## config.mk

```make
export PLATFORM = sky130hd
export DESIGN_NAME = bmctl_regs
export DESIGN_NICKNAME = d
export VERILOG_FILES = /design/src/rtl/bmctl_pkg.sv /design/src/rtl/bmctl_channel.sv /design/src/rtl/bmctl_rdmux.sv /design/src/rtl/bmctl_regs.sv
export SDC_FILE = /design/constraint.sdc
export NUM_CORES = 1
export LEC_CHECK = 0
export BUFFER_PORTS_ARGS = -buffer_cell sky130_fd_sc_hd__buf_2
export CORE_ASPECT_RATIO = 2
export CORE_MARGIN = 1
export CORE_UTILIZATION = 53
export DETAILED_ROUTE_END_ITERATION = 10
export GPL_TIMING_DRIVEN = 0
export PLACE_DENSITY = 0.76
export SYNTH_ARGS = -nofsm -noshare
export SYNTH_HDL_FRONTEND = slang
export SYNTH_SLANG_ARGS = --single-unit
```

## constraint.sdc

```tcl
create_clock -name clk -period 1.9 [get_ports clk]
set_clock_uncertainty 0.15 [all_clocks]
set_input_delay 0.285 -clock clk [delete_from_list [all_inputs] [get_ports clk]]
set_output_delay 0.285 -clock clk [all_outputs]
set_load 0.01 [all_outputs]
```

## src/rtl/bmctl_pkg.sv

```systemverilog
package bmctl_pkg;

    localparam int REG_W = 8;
    localparam int PTR_W = 32;

    localparam logic [2:0] OFF_CMD  = 3'd0;
    localparam logic [2:0] OFF_STS  = 3'd2;
    localparam logic [REG_W-1:0] RD_VOID = 8'hFF;

    // status byte layout, bit 7 down to bit 0
    typedef struct packed {
        logic       rsv7;
        logic [1:0] cap;
        logic [1:0] rsv43;
        logic       irq;
        logic       err;
        logic       act;
    } sts_t;

    typedef struct packed {
        logic [REG_W-1:0] cmd;
        sts_t             sts;
        logic [PTR_W-1:0] ptr;
    } chan_regs_t;

    function automatic logic [PTR_W-1:0] ptr_merge(
        input logic [PTR_W-1:0] old,
        input logic [1:0]       lane,
        input logic [REG_W-1:0] b,
        input logic [PTR_W:0]   lim
    );
        logic [PTR_W-1:0] t;
        logic [PTR_W:0]   w;
        t = old;
        t[lane*8 +: 8] = b;
        w = {1'b0, t} % lim;
        return w[PTR_W-1:0];
    endfunction

    function automatic logic [REG_W-1:0] chan_read(
        input chan_regs_t r,
        input logic [2:0] off
    );
        logic [REG_W-1:0] v;
        case (off)
            3'd0:    v = r.cmd;
            3'd2:    v = r.sts;
            3'd4:    v = r.ptr[7:0];
            3'd5:    v = r.ptr[15:8];
            3'd6:    v = r.ptr[23:16];
            3'd7:    v = r.ptr[31:24];
            default: v = RD_VOID;
        endcase
        return v;
    endfunction

endpackage

```

## src/rtl/bmctl_channel.sv

```systemverilog
module bmctl_channel
    import bmctl_pkg::*;
#(
    parameter logic [PTR_W:0] MEM_BYTES = 33'h0_0100_0000
) (
    input  logic             clk,
    input  logic             rst,
    input  logic             sel_wr,
    input  logic [2:0]       off,
    input  logic [REG_W-1:0] wdata,
    input  logic             dev_irq,
    input  logic             walk_err,
    input  logic             walk_done,
    output chan_regs_t       regs,
    output logic             load_first
);

    chan_regs_t r_q, r_n;
    logic       cmd_wr, sts_wr, ptr_wr;
    logic       start_edge, stop_edge;

    assign cmd_wr     = sel_wr && (off == OFF_CMD);
    assign sts_wr     = sel_wr && (off == OFF_STS);
    assign ptr_wr     = sel_wr && off[2];
    assign start_edge = cmd_wr && wdata[0] && !r_q.cmd[0];
    assign stop_edge  = cmd_wr && !wdata[0] && r_q.cmd[0];

    always_comb begin
        r_n = r_q;
        if (cmd_wr) r_n.cmd = wdata;
        if (start_edge)                  r_n.sts.act = 1'b1;
        else if (stop_edge || walk_done) r_n.sts.act = 1'b0;
        if (sts_wr) begin
            r_n.sts.cap = wdata[6:5];
            if (wdata[1]) r_n.sts.err = 1'b0;
            if (wdata[2]) r_n.sts.irq = 1'b0;
        end
        if (walk_err) r_n.sts.err = 1'b1;
        if (dev_irq)  r_n.sts.irq = 1'b1;
        if (ptr_wr) r_n.ptr = ptr_merge(r_q.ptr, off[1:0], wdata, MEM_BYTES);
    end

    always_ff @(posedge clk) begin
        if (rst) begin
            r_q        <= '0;
            load_first <= 1'b0;
        end else begin
            r_q        <= r_n;
            load_first <= start_edge;
        end
    end

    assign regs = r_q;

    assert_start_sets_act_R3: assert property (@(posedge clk) disable iff (rst)
        load_first |-> regs.sts.act);
    assert_pulse_single_R3: assert property (@(posedge clk) disable iff (rst)
        load_first |=> !load_first);
    assert_irq_sets_R8: assert property (@(posedge clk) disable iff (rst)
        dev_irq |=> regs.sts.irq);
    assert_err_sets_R9: assert property (@(posedge clk) disable iff (rst)
        walk_err |=> regs.sts.err);
    assert_done_clears_R10: assert property (@(posedge clk) disable iff (rst)
        (walk_done && !start_edge) |=> !regs.sts.act);
    assert_ptr_range_R11: assert property (@(posedge clk) disable iff (rst)
        {1'b0, regs.ptr} < MEM_BYTES);

endmodule

```

## src/rtl/bmctl_rdmux.sv

```systemverilog
module bmctl_rdmux
    import bmctl_pkg::*;
#(
    parameter int NCH    = 2,
    parameter int ADDR_W = 4
) (
    input  chan_regs_t [NCH-1:0] regs,
    input  logic [ADDR_W-1:0]    addr,
    output logic [REG_W-1:0]     rdata
);

    always_comb begin
        rdata = RD_VOID;
        for (int i = 0; i < NCH; i++) begin
            if (addr[ADDR_W-1:3] == i[ADDR_W-4:0])
                rdata = chan_read(regs[i], addr[2:0]);
        end
    end

endmodule

```

## src/rtl/bmctl_regs.sv

```systemverilog
module bmctl_regs
    import bmctl_pkg::*;
#(
    parameter int               NCH       = 2,
    parameter logic [PTR_W:0]   MEM_BYTES = 33'h0_0100_0000,
    localparam int              ADDR_W    = 3 + $clog2(NCH)
) (
    input  logic                        clk,
    input  logic                        rst,
    input  logic [ADDR_W-1:0]           bus_addr,
    input  logic                        bus_wr,
    input  logic [REG_W-1:0]            bus_wdata,
    output logic [REG_W-1:0]            bus_rdata,
    input  logic [NCH-1:0]              dev_irq,
    input  logic [NCH-1:0]              walk_err,
    input  logic [NCH-1:0]              walk_done,
    output logic [NCH-1:0]              load_first,
    output logic [NCH-1:0]              active,
    output logic [NCH-1:0][REG_W-1:0]   cmd_q,
    output logic [NCH-1:0][PTR_W-1:0]   tbl_ptr
);

    chan_regs_t [NCH-1:0] regs;

    for (genvar g = 0; g < NCH; g++) begin : g_ch
        logic sel_wr;
        assign sel_wr = bus_wr && (bus_addr[ADDR_W-1:3] == g);

        bmctl_channel #(.MEM_BYTES(MEM_BYTES)) u_ch (
            .clk        (clk),
            .rst        (rst),
            .sel_wr     (sel_wr),
            .off        (bus_addr[2:0]),
            .wdata      (bus_wdata),
            .dev_irq    (dev_irq[g]),
            .walk_err   (walk_err[g]),
            .walk_done  (walk_done[g]),
            .regs       (regs[g]),
            .load_first (load_first[g])
        );

        assign active[g]  = regs[g].sts.act;
        assign cmd_q[g]   = regs[g].cmd;
        assign tbl_ptr[g] = regs[g].ptr;
    end

    bmctl_rdmux #(.NCH(NCH), .ADDR_W(ADDR_W)) u_rd (
        .regs  (regs),
        .addr  (bus_addr),
        .rdata (bus_rdata)
    );

endmodule

```

==> impl_metrics.tcl <==
set metrics [dict create \
    grt_pass1_vias 4159 \
    setup_ws_ns -0.337 \
    via_per_inst 5.98 \
    min_period_ns 2.24 \
    antenna_found_initial 0 \
    grt_overflow 0 \
    timing.final.crit_share_pct 118 \
    grt_pass1_wl_um 21600 \
    outcome "finished with violations" \
    drv_slew 0 \
    syn_area_per_cell_um2 8.11 \
    ys_top_cells_by_area "dfxtp_1 36%, buf_4 15%, a21oi_1 8.6%" \
    place_hpwl_um 9810 \
    core_um2 7890 \
    clock_latency_ns 0.35 \
    htreeDepth 3 \
    hold_violations 0 \
    yosys.cell_count.top_type "buf_4" \
    post-place-ws_ns -0.703 \
    io_buffers 86 \
    ys_seq_area_share_pct 35.6 \
    die_h_um 129 \
    drt_iter0_drc 666 \
    rows 46 \
    cp.required_ns 1.46 \
    synth_edf_count 0 \
    maxCapViolCount 0 \
    drc_errors 0 \
    cellPowerDensity_nw_per_um2 743 \
    synth_seq_cells 76 \
    synth_ff_type "dfxtp_1" \
    routedWlPerCell_um 19.5 \
    final_antenna_net_count 0 \
    crit_path_end_kind "output pin" \
    cts.sinks 76 \
    critical_path.max_fanout 5 \
    violations "setup timing" \
    dr.pass1.iters 6 \
    synth_cell_types 37 \
    final_util_pct 71.0 \
    ctsHoldBuffers 0 \
    fin_cells 754 \
    cts_made_buffers 9 \
    finalPower_mw 4.16 \
    synthTopCellsByCount "86 x buf_4, 84 x nand2_1, 76 x dfxtp_1" \
    p_leak_nw 2.53 \
    ys_async_sr_fraction_pct 0 \
    fmax_ghz 0.447 \
    fillers 609 \
    crit_type "input pin to output pin" \
    ir_worst_vdd_uv 897 \
    areaGrowthSynthToFinish_pct 31.1 \
    nets 679 \
    dpl_cell_area_um2 4880 \
    routed-via-count 4509 \
    drive_gt1_share_pct 40.0 \
    routed_wl_um 14700 \
    ios 113 \
    start_util_pct 54.2 \
    dp_cells 724 \
    multiInputGateArea_um2 2030 \
    gp_congestion 0.963 \
    die_area_um2 8450 \
    fin_area_um2 5600 \
    start_kind "input pin" \
    crit_arrival_ns 1.80 \
    regArea_um2 1530 \
    syn_area_um2 4270 \
    syn-instance-count 527 \
    cts.clk_slew.worst_paths_ns 0.06 \
    root_buffer "clkbuf_16" \
    yosysWarnings 0 \
    worst_slew_pin_slew_ns 0.839 \
    setup_viol 8 \
    max_slew_margin_pct 44.1 \
    hp-class "input pin to flip-flop" \
    grt_max_degree 13 \
    synth_top_area_share_pct 35.6 \
    diodes 0 \
    cts_tree "done" \
    die_w_um 65.5 \
    rsz0062_at_grt "true" \
    synth_area_leader_cell "dfxtp_1" \
    track_usage_pct 35.1 \
    clockBufferDepth 2 \
]
==> flip-flops by register name, summed over array words and instances, names as in the netlist <==
signal / flops
g_ch.u_ch.load_first: 2
g_ch.u_ch.regs: 74
==> cells by family after synthesis <==
kind of cell	synth area share, %
other	0.0878
AOI/OAI and AO/OA	17.9
adders and majority gates	1.46
DFF	35.6
and+or+nand+nor	19.0
muxes	4.77
buffers and inverters	21.1
==> repair_timing <==
| action | in CTS | in global routing |
|---|---|---|
| pin swaps | 26 | 18 |
| setup buffers | 9 | 5 |
| endpoints found under the setup margin | 9 | 8 |
| gates resized for setup | 47 | 13 |
| cloned | 2 | 0 |
==> layout by cell type (no fill, tap or decap), types with 5 or more instances in the layout <==
cell type   n
a21oi_1    72
a222oi_1   10
a22o_1     16
a22oi_1     6
a22oi_2     8
buf_2      93
buf_4      96
buf_6       8
buf_8       5
clkbuf_1   23
clkbuf_16   9
conb_1     16
dfxtp_1    73
inv_1       8
mux2_2     14
nand2_1    84
nand3_1    46
nand4_1     5
o21ai_0     6
==> per-stage QoR <==
| step | hold slack, ns | TNS, ns |
|---|---|---|
| final | 0.0215 | -2.00 |
| after CTS | 0.0282 | -1.47 |
| after global placement | 0.293 | -13.37 |
| after detailed placement | 0.302 | -15.61 |
| after floorplan | 0.264 | 0 |
| after global routing | 0.0386 | -2.10 |
==> critical path, stage by stage <==
cell      delay (ns)
buf_8           0.09
inv_6           0.04
ha_4            0.18
buf_8           0.15
buf_8           0.13
a22o_1          0.24
a222oi_1        0.35
a22oi_1         0.15
buf_2           0.18
==> layer usage <==
layer  global-route usage [%]  wire length, um
met2                     58.3             7360
met3                     6.83             1280
met5                        0                0
met4                     31.5             1280
met1                     36.3             4820
==> report_power, final <==
group	total, mW	switching (mW)	internal, mW
sequential	1.62	0.0122	1.61
clock	2.03	0.680	1.35
combinational	0.508	0.306	0.202
==> final cells by class <==
type | instances | share of cell area [%]
Inverter | 10 | 0.849
Buffer | 129 | 16.0
Clock inverter | 4 | 1.70
Tap cell | 96 | 2.14
Multi-Input combinational cell | 325 | 36.2
Timing Repair Buffer | 102 | 11.3
Clock buffer | 12 | 4.58
Sequential cell | 76 | 27.2
==> path summary, 6_finish.rpt <==
kind	slack [ns]	end	cells after the start	from
worst max-delay path	-0.34	bus_rdata[5]	9	bus_addr[1]
worst min-delay path	0.02	g_ch[1].u_ch.regs[34]	3	dev_irq[1]
worst max register to register	0.85	g_ch[0].u_ch.regs[32]	3	g_ch[0].u_ch.regs[40]
worst min register to register	0.31	g_ch[0].u_ch.regs[37]	2	g_ch[0].u_ch.regs[37]
Note: power is estimated with default switching activity, not from simulation.
